## src/rtl/txb_pkg.sv

```systemverilog
package txb_pkg;
    typedef enum logic [1:0] {
        SER_IDLE  = 2'd0,
        SER_SHIFT = 2'd1,
        SER_GAP   = 2'd2
    } ser_state_e;
endpackage

```

## src/rtl/txb_tick.sv

```systemverilog
module txb_tick #(
    parameter int DIV = 4
) (
    input  logic clk,
    input  logic rst_n,
    output logic tick
);
    localparam int TW = (DIV > 2) ? $clog2(DIV) : 1;

    typedef struct packed {
        logic [TW-1:0] cnt;
    } tick_st_t;

    tick_st_t st_d, st_q;

    always_comb begin
        st_d = st_q;
        tick = (st_q.cnt == TW'(DIV - 1));
        if (tick) st_d.cnt = '0;
        else      st_d.cnt = st_q.cnt + 1'b1;
    end

    always_ff @(posedge clk or negedge rst_n) begin
        if (!rst_n) st_q <= '0;
        else        st_q <= st_d;
    end
endmodule

```

## src/rtl/txb_fifo.sv

```systemverilog
module txb_fifo #(
    parameter int DW    = 32,
    parameter int DEPTH = 8
) (
    input  logic          clk,
    input  logic          rst_n,
    input  logic          ld_stb,
    input  logic          tx_en,
    input  logic [DW-1:0] wr_data,
    input  logic          pop,
    input  logic          last_done,
    output logic [DW-1:0] head,
    output logic          empty,
    output logic          ready,
    output logic          ovf
);
    localparam int AW = (DEPTH > 2) ? $clog2(DEPTH) : 1;
    localparam int CW = AW + 1;

    typedef struct packed {
        logic [DEPTH-1:0][DW-1:0] mem;
        logic [AW-1:0]            wp;
        logic [AW-1:0]            rp;
        logic [CW-1:0]            cnt;
        logic                     rdy;
        logic                     ovf;
    } fifo_st_t;

    fifo_st_t st_d, st_q;
    logic     wr_try, wr_ok;

    always_comb begin
        st_d   = st_q;
        wr_try = ld_stb && !tx_en;
        wr_ok  = wr_try && (st_q.cnt != CW'(DEPTH));
        if (wr_try && !wr_ok) st_d.ovf = 1'b1;
        if (wr_ok) begin
            st_d.mem[st_q.wp] = wr_data;
            st_d.wp  = (st_q.wp == AW'(DEPTH - 1)) ? '0 : st_q.wp + 1'b1;
            st_d.cnt = st_q.cnt + 1'b1;
            st_d.rdy = 1'b0;
        end else if (pop && st_q.cnt != '0) begin
            st_d.rp  = (st_q.rp == AW'(DEPTH - 1)) ? '0 : st_q.rp + 1'b1;
            st_d.cnt = st_q.cnt - 1'b1;
        end
        if (last_done && st_q.cnt == '0 && !wr_ok) st_d.rdy = 1'b1;
    end

    always_ff @(posedge clk or negedge rst_n) begin
        if (!rst_n) begin
            st_q     <= '0;
            st_q.rdy <= 1'b1;
        end else begin
            st_q <= st_d;
        end
    end

    assign head  = st_q.mem[st_q.rp];
    assign empty = (st_q.cnt == '0);
    assign ready = st_q.rdy;
    assign ovf   = st_q.ovf;
endmodule

```

## src/rtl/txb_shift.sv

```systemverilog
module txb_shift
    import txb_pkg::*;
#(
    parameter int DW  = 32,
    parameter int SW  = 25,
    parameter int GAP = 4
) (
    input  logic          clk,
    input  logic          rst_n,
    input  logic          tick,
    input  logic          tx_en,
    input  logic          empty,
    input  logic [DW-1:0] head,
    input  logic          len32,
    input  logic          par_en,
    input  logic          par_even,
    output logic          pop,
    output logic          last_done,
    output logic          ser_bit,
    output logic          ser_valid
);
    localparam int BW = $clog2(DW);
    localparam int GW = $clog2(GAP) + 1;

    typedef struct packed {
        ser_state_e    st;
        logic [DW-1:0] sh;
        logic [BW-1:0] bcnt;
        logic [BW-1:0] lenm1;
        logic [GW-1:0] gcnt;
    } shift_st_t;

    shift_st_t st_d, st_q;
    logic      start;

    function automatic logic [DW-1:0] frame(input logic [DW-1:0] w,
                                            input logic lng, input logic pe,
                                            input logic ev);
        logic [DW-1:0] f;
        logic          par;
        f   = '0;
        par = 1'b0;
        for (int i = 0; i < DW; i++) begin
            if (lng || i < SW) f[i] = w[i];
            if ((lng && i < DW - 1) || (!lng && i < SW - 1)) par = par ^ w[i];
        end
        if (pe) begin
            if (lng) f[DW-1] = ev ? par : ~par;
            else     f[SW-1] = ev ? par : ~par;
        end
        return f;
    endfunction

    always_comb begin
        st_d      = st_q;
        pop       = 1'b0;
        last_done = 1'b0;
        start     = tx_en && !empty;
        if (tick) begin
            unique case (st_q.st)
                SER_SHIFT: begin
                    st_d.sh = st_q.sh >> 1;
                    if (st_q.bcnt == st_q.lenm1) begin
                        last_done = 1'b1;
                        st_d.st   = SER_GAP;
                        st_d.gcnt = '0;
                    end else begin
                        st_d.bcnt = st_q.bcnt + 1'b1;
                    end
                end
                SER_GAP: begin
                    if (st_q.gcnt == GW'(GAP - 1)) begin
                        st_d.st = SER_IDLE;
                    end else begin
                        st_d.gcnt = st_q.gcnt + 1'b1;
                    end
                end
                default: ;
            endcase
            if (start && (st_q.st == SER_IDLE ||
                          (st_q.st == SER_GAP && st_q.gcnt == GW'(GAP - 1)))) begin
                pop        = 1'b1;
                st_d.st    = SER_SHIFT;
                st_d.sh    = frame(head, len32, par_en, par_even);
                st_d.bcnt  = '0;
                st_d.lenm1 = len32 ? BW'(DW - 1) : BW'(SW - 1);
            end
        end
    end

    always_ff @(posedge clk or negedge rst_n) begin
        if (!rst_n) begin
            st_q    <= '0;
            st_q.st <= SER_IDLE;
        end else begin
            st_q <= st_d;
        end
    end

    assign ser_valid = (st_q.st == SER_SHIFT);
    assign ser_bit   = (st_q.st == SER_SHIFT) && st_q.sh[0];
endmodule

```

## src/rtl/serial_tx_buffer.sv

```systemverilog
module serial_tx_buffer #(
    parameter int WORD_W      = 32,
    parameter int SHORT_W     = 25,
    parameter int DEPTH       = 8,
    parameter int GAP_BITS    = 4,
    parameter int CLK_PER_BIT = 4
) (
    input  logic              clk,
    input  logic              rst_n,
    input  logic              ld_stb,
    input  logic [WORD_W-1:0] ld_word,
    input  logic              tx_en,
    input  logic              len32,
    input  logic              par_en,
    input  logic              par_even,
    output logic              bit_tick,
    output logic              ser_bit,
    output logic              ser_valid,
    output logic              tx_ready,
    output logic              ovf
);
    logic [WORD_W-1:0] head;
    logic              empty, pop, last_done;

    txb_tick #(.DIV(CLK_PER_BIT)) u_tick (
        .clk   (clk),
        .rst_n (rst_n),
        .tick  (bit_tick)
    );

    txb_fifo #(.DW(WORD_W), .DEPTH(DEPTH)) u_fifo (
        .clk       (clk),
        .rst_n     (rst_n),
        .ld_stb    (ld_stb),
        .tx_en     (tx_en),
        .wr_data   (ld_word),
        .pop       (pop),
        .last_done (last_done),
        .head      (head),
        .empty     (empty),
        .ready     (tx_ready),
        .ovf       (ovf)
    );

    txb_shift #(.DW(WORD_W), .SW(SHORT_W), .GAP(GAP_BITS)) u_shift (
        .clk       (clk),
        .rst_n     (rst_n),
        .tick      (bit_tick),
        .tx_en     (tx_en),
        .empty     (empty),
        .head      (head),
        .len32     (len32),
        .par_en    (par_en),
        .par_even  (par_even),
        .pop       (pop),
        .last_done (last_done),
        .ser_bit   (ser_bit),
        .ser_valid (ser_valid)
    );
endmodule

```

## config.mk

```make
export PLATFORM = sky130hd
export DESIGN_NAME = serial_tx_buffer
export DESIGN_NICKNAME = d
export VERILOG_FILES = /design/src/rtl/txb_pkg.sv /design/src/rtl/txb_tick.sv /design/src/rtl/txb_fifo.sv /design/src/rtl/txb_shift.sv /design/src/rtl/serial_tx_buffer.sv
export SDC_FILE = /design/constraint.sdc
export NUM_CORES = 1
export LEC_CHECK = 0
export ABC_CLOCK_PERIOD_IN_PS = 4560
export BUFFER_PORTS_ARGS = -buffer_cell sky130_fd_sc_hd__buf_2
export CAP_MARGIN = 0
export CORE_ASPECT_RATIO = 1.75
export CORE_MARGIN = 1.5
export CORE_UTILIZATION = 48
export CTS_CLUSTER_SIZE = 20
export DETAILED_ROUTE_END_ITERATION = 10
export PLACE_DENSITY_LB_ADDON = 0.05
export SLEW_MARGIN = 20
export SYNTH_ARGS = -nofsm -noshare
export SYNTH_HDL_FRONTEND = slang
export SYNTH_SLANG_ARGS = --single-unit
```

## constraint.sdc

```tcl
create_clock -name clk -period 4.56 [get_ports clk]
set_clock_uncertainty 0.1 [all_clocks]
set_input_delay 0.456 -clock clk [delete_from_list [all_inputs] [get_ports clk]]
set_output_delay 0.456 -clock clk [all_outputs]
set_load 0.02 [all_outputs]
```

After elaboration in Yosys (flattened, before gate mapping)
Index checks and enable logic that the tools add are counted.
Operators by class
  $add $sub $neg: 7
  $lt $le $gt $ge: 3
  equality and inequality tests: 13
  multiplexer cells: 108
  bitwise operators: 32
  reductions and logical operators: 29
Operators by type and width (number)
  256-bit bitwise mux: 1
  32-bit binary-select mux with 3-bit select: 1
  32-bit demux with 3-bit select: 1
  1-bit two-way mux: 88
  32-bit two-way mux: 2
  44-bit two-way mux: 1
  37-bit two-way mux: 1
  1-bit bitwise XOR: 30
  3-bit two-way mux: 5
  1-bit logical AND: 11
  3-bit by 1-bit adder with 3-bit output, second input constant: 3
  3-bit by 4-bit less-than comparator with 1-bit output, second input constant: 2
  4-bit two-way mux: 2
  4-bit AND reduction: 2
  2-bit nonzero test: 4
  3-bit == test, second input constant: 2
  2-bit two-way mux: 3
  3-bit one-hot mux with 2 select lines: 1
  2-bit AND reduction: 3
  5-bit by 1-bit adder with 5-bit output, second input constant: 1
  5-bit == test: 1
  5-bit two-way mux: 1
  4-bit by 1-bit adder with 4-bit output, second input constant: 1
  2-bit == test, second input constant: 2
  19 further kinds: 23
Word-level totals
  register bits after elaboration: 317
  input bits: 39
  output and inout port bits: 5
  word-level logic and storage cells: 211

Logic depth before layout (Yosys ltp)
  word-level depth: 108
  depth in mapped cells: 13
  gate-level depth less buffers: 10

Cells and area by module
A second synthesis with hierarchy kept.
Second synthesis, totals
  cells, all modules: 1003
  area total of the unflattened synthesis: 14740.4 um^2
By module, submodules not included
  txb_fifo: times used 1, cells an instance 733, area an instance 12107.9 um^2
  txb_shift: times used 1, cells an instance 266, area an instance 2566.2 um^2
  txb_tick: times used 1, cells an instance 4, area an instance 66.3 um^2

Least setup slack after synthesis
Ideal clock, no wire load.
  path type: register to register
  from: reg u_fifo.st_q[7] in the netlist's numbering
  to: reg u_shift.st_q[44] in the netlist's numbering
  setup time: 132 ps
  arrival: 2798 ps
  slack: 1530 ps
  cell stages (with the launch flop): 11
  clock period less this slack: 3030 ps
  cell sequence: dfrtp_1 buf_6 buf_12 mux4_1 mux2_2 xor2_1 xnor2_1 xnor3_1 xnor3_2 mux2i_1 o211ai_1
On the way
  word-level cells in the longest chain between the ends: 106
  elaborated cells on any way between the ends: 107
Ends and longest elaborated chain
  start: declaration: line txb_fifo.sv:29  | fifo_st_t st_d, st_q;
  start signal: assignment: line txb_fifo.sv:54  | st_q <= st_d;
  32-bit binary-select mux with 3-bit select *: line txb_fifo.sv:58  | assign head = st_q.mem[st_q.rp];
  32-bit two-way mux (implied by the code) *: line txb_fifo.sv:58
  1-bit two-way mux: line txb_shift.sv:80  | if (start && (st_q.st == SER_IDLE ||
  1-bit two-way mux: line txb_shift.sv:59  | if (tick) begin
  1-bit bitwise XOR: line txb_shift.sv:45  | if ((lng && i < DW - 1) || (!lng && i < SW - 1)) par = par ^ w[i];
  1-bit two-way mux: line txb_shift.sv:80
  1-bit two-way mux: line txb_shift.sv:59
  1-bit bitwise XOR: line txb_shift.sv:45
  [... 89 more ...]
  1-bit bitwise XOR: line txb_shift.sv:45
  1-bit two-way mux: line txb_shift.sv:45
  1-bit two-way mux: line txb_shift.sv:80
  1-bit two-way mux: line txb_shift.sv:59
  1-bit NOT: line txb_shift.sv:48  | if (lng) f[DW-1] = ev ? par : ~par;
  1-bit two-way mux (2 in a row): line txb_shift.sv:48
  1-bit two-way mux *: line txb_shift.sv:47  | if (pe) begin
  44-bit two-way mux *: line txb_shift.sv:80
  end signal: assignment: line txb_shift.sv:96  | st_q <= st_d;
  end: declaration: line txb_shift.sv:33  | shift_st_t st_d, st_q;
Mark *: on every way between the ends. The rest lies on a longest branch, timed or not. The select of a mux whose other input is x is not followed.
A chain may end at the register's enable or synchronous reset.

Final worst setup path
  from: reg u_fifo.st_q[8] in the netlist's numbering
  to: reg u_shift.st_q[44] in the netlist's numbering
The elaborated chain is that of the path after synthesis.

==> results.py <==
metrics = {
    "sta": {
        "period_share_pct": 76.83,
        "fmax_ghz": 0.2854,
        "final-hold-violation-count": 0,
        "min_period_ns": 3.504,
        "setup_viol": 0,
        "slew-limit-headroom_pct": 26.03,
        "tns_ns": 0,
        "worst_pin_slew_ns": 1.106,
        "rsz0062_at_grt": "false",
        "drv_slew": 0,
    },
    "logic_synthesis": {
        "ys_types": 48,
        "synth_nets": 1077,
        "async_reset_ff_share_pct": 100.0,
        "synth_edf_count": 0,
        "synthTopCellsByArea": "dfrtp_1 54%, mux2_2 20%, mux4_2 5.9%",
        "synthCells": 1023,
        "syn_area_um2": 14600,
        "synth.largest_area_cell": "dfrtp_1",
        "syn_avg_cell_area_um2": 14.27,
        "yosys_warnings": 0,
        "synth.top_cells.by_count": "313 x dfrtp_1, 263 x mux2_2, 54 x nand2_1",
        "synth_flop_cell": "dfrtp_1",
        "synth.most_common_cell": "dfrtp_1",
        "yosysTopAreaCellShare_pct": 53.66,
        "synth_seq_cells": 314,
        "synth_seq_area_share_pct": 53.84,
    },
    "global_route": {
        "antenna_found_initial": 1,
        "grt_use_met3_pct": 2.300,
        "grt_use_met1_pct": 28.03,
        "grt_pass1_vias": 9134,
        "groute.usage.overall_pct": 22.53,
        "grt.busiest_layer": "met2",
        "grt_max_degree": 116,
        "grt_pass1_wl_mm": 53.90,
        "globalRouteOverflowTotal": 0,
        "use_met2_pct": 40.71,
    },
    "setup_path": {
        "cp_slowest_stage_delay_ns": 0.82,
        "endpoint_kind": "flip-flop",
        "path_max_fanout": 39,
        "worst_setup_path_start_kind": "flip-flop",
        "cp_slowest_cell": "dfrtp_4",
        "crit_required_ns": 4.90,
        "cp_num_buf_inv": 0,
        "path_delay_family": "XOR/XNOR gates",
        "arrival_ns": 3.84,
        "path_cells": "mux4_2 > nor2b_1 > a221oi_1 > xor2_1 > xnor2_1 > xnor3_1 > xnor3_2 > mux2i_1 > o211ai_1",
        "critical_path_class": "reg -> reg",
        "cp_num_cells": 9,
        "reg2regPathDepth": 9,
    },
    "drt": {
        "wire_per_inst_um": 22.92,
        "drtPass1Iterations": 4,
        "first_iter_violations": 259,
        "vias": 8522,
        "drcViolationCount": 0,
        "antenna_left": 0,
        "wl_mm": 33.71,
        "vias_per_cell": 5.793,
    },
    "layout": {
        "fin_cells": 1471,
        "areaGrowthSynthToFinish_pct": 11.25,
        "final_layout_size_suffix_gt1_share_pct": 39.43,
        "final_nets": 1119,
    },
    "floorplan": {
        "fp.coreArea_um2": 29950,
        "pin_count": 44,
        "fp-row-count": 84,
        "fp.dieW_um": 134.8,
        "dieArea_um2": 31510,
        "start_util_pct": 48.73,
        "die_h_um": 233.7,
    },
    "cts": {
        "clock_latency_ns": 0.56,
        "cts.clk_slew.worst_paths_ns": 0.07,
        "numCtsBuffers": 31,
        "clock_sinks": 314,
        "cts_setup_buffers": 0,
        "cts.path.max_buffers": 3,
        "root_buffer": "clkbuf_16",
        "cts_max_level": 1,
        "cts_tree": "yes",
    },
    "run": {
        "drv_cap": 0,
    },
    "hold_path": {
        "worstHoldPathCells": 2,
        "hp-class": "in -> reg",
    },
    "pwr": {
        "ir_drop_mv": 1.054,
        "cellLeakagePower_nw": 7.122,
        "power-per-cell-area_nw_per_um2": 747.3,
    },
    "placement": {
        "place_congestion": 0.7857,
        "dp.cells": 1418,
        "io_buffers": 43,
        "dp_hpwl_mm": 21.02,
    },
    "run_status": {
        "outcome": "finished, final reports clean",
    },
}
[layout by cell type (no fill, tap or decap), types with 8 or more instances in the layout]
master,netlist,routed
nand2b_1,11,11
nor2_1,42,42
mux4_1,19,19
mux4_2,38,38
mux2i_1,24,24
buf_4,2,24
ha_1,14,14
a21oi_1,32,32
clkbuf_16,0,31
dfrtp_1,313,310
buf_2,8,42
clkbuf_1,42,10
o21ai_0,16,16
nor2b_1,15,15
a221oi_1,8,8
o22ai_1,25,25
xnor2_1,24,24
mux2_2,263,263
xor2_1,8,8
nand2_1,54,53
[repair_timing]
action,CTS,global route
setup endpoints to repair,0,0
hold buffers,1,0
gates resized for setup,0,0
hold endpoints to repair,110,0
[worst reg2reg max path, cell delays in order (launching register included)]
cell	delay, ns
dfrtp_4	0.82
mux4_2	0.34
nor2b_1	0.05
a221oi_1	0.56
xor2_1	0.22
xnor2_1	0.14
xnor3_1	0.43
xnor3_2	0.44
mux2i_1	0.19
o211ai_1	0.10
[metal layers]
| metal | share of wire, % | vias to the layer above |
|---|---|---|
| met5 | 0 | - |
| met4 | 3.0 | 0 |
| met3 | 2.5 | 55 |
| met2 | 53 | 123 |
| met1 | 41 | 4506 |
| li1 | - | 3838 |
[layout make-up]
| cell class | count | area [um2] |
|---|---|---|
| diodes | 1 | 2.502 |
| clock buffers | 48 | 909.6 |
| clock inverters | 3 | 47.55 |
| fillers | 2543 | 13710 |
| inverters | 7 | 26.28 |
| multi-input cells | 639 | 6406 |
| flip-flops and latches | 314 | 7868 |
| well taps | 387 | 484.2 |
| repair buffers | 72 | 495.5 |
[cell families (layout without fill, tap and decap cells)]
kind of cell    Yosys count  count (layout)  share of synthesized area [%]
other cells               0               1                              0
fa+ha+maj                15              15                          1.337
compound gates           95              95                          3.952
buf+inv                  70             130                          2.486
simple gates            150             150                          4.775
xor+xnor                 34              34                          2.237
flops                   314             314                          53.84
mux                     345             345                          31.37
[registers in the layout, summed over array words and instances, names as in the netlist]
| signal | count |
|---|---|
| u_shift.st_q | 44 |
| u_fifo.ready | 1 |
| u_fifo.ovf | 1 |
| u_fifo.st_q | 266 |
| u_tick.st_q | 2 |
[where the power goes]
| group | leakage, nW | internal, mW | switching [mW] |
|---|---|---|---|
| clock | 0.467 | 1.41 | 1.05 |
| combinational | 2.75 | 2.88 | 2.05 |
| sequential | 3.90 | 3.99 | 0.752 |
[through the flow]
stage                     utilization [%]  total power, mW  setup WS, ns  hold slack, ns  instance area, um2
after floorplan                         -            8.516         1.530         0.06041               14600
after global placement              50.97            9.645         1.060          0.3150               15270
after detailed placement            50.97            9.720         1.071          0.3181               15270
after CTS                           54.20            12.26         1.035         0.03748               16230
after global routing                54.21            12.85        0.8625         0.06742               16240
final                               54.21            12.14         1.056         0.05969               16240
[worst paths after layout]
path,to,startpoint,slack (ns)
setup / recovery,u_shift.st_q[44]$_DFFE_PN0P_,u_fifo.st_q[8]$_DFFE_PN0P_,1.06
setup reg to reg,u_shift.st_q[44]$_DFFE_PN0P_,u_fifo.st_q[8]$_DFFE_PN0P_,1.06
max in group asynchronous,u_fifo.ready$_DFFE_PN1P_,rst_n,2.86
hold / removal,u_shift.st_q[44]$_DFFE_PN0P_,par_en,0.06
hold reg to reg,u_tick.st_q[0]$_DFF_PN0_,u_tick.st_q[0]$_DFF_PN0_,0.33
min in group asynchronous,u_fifo.st_q[232]$_DFFE_PN0P_,rst_n,0.43
Note: power is estimated with default switching activity, not from simulation.
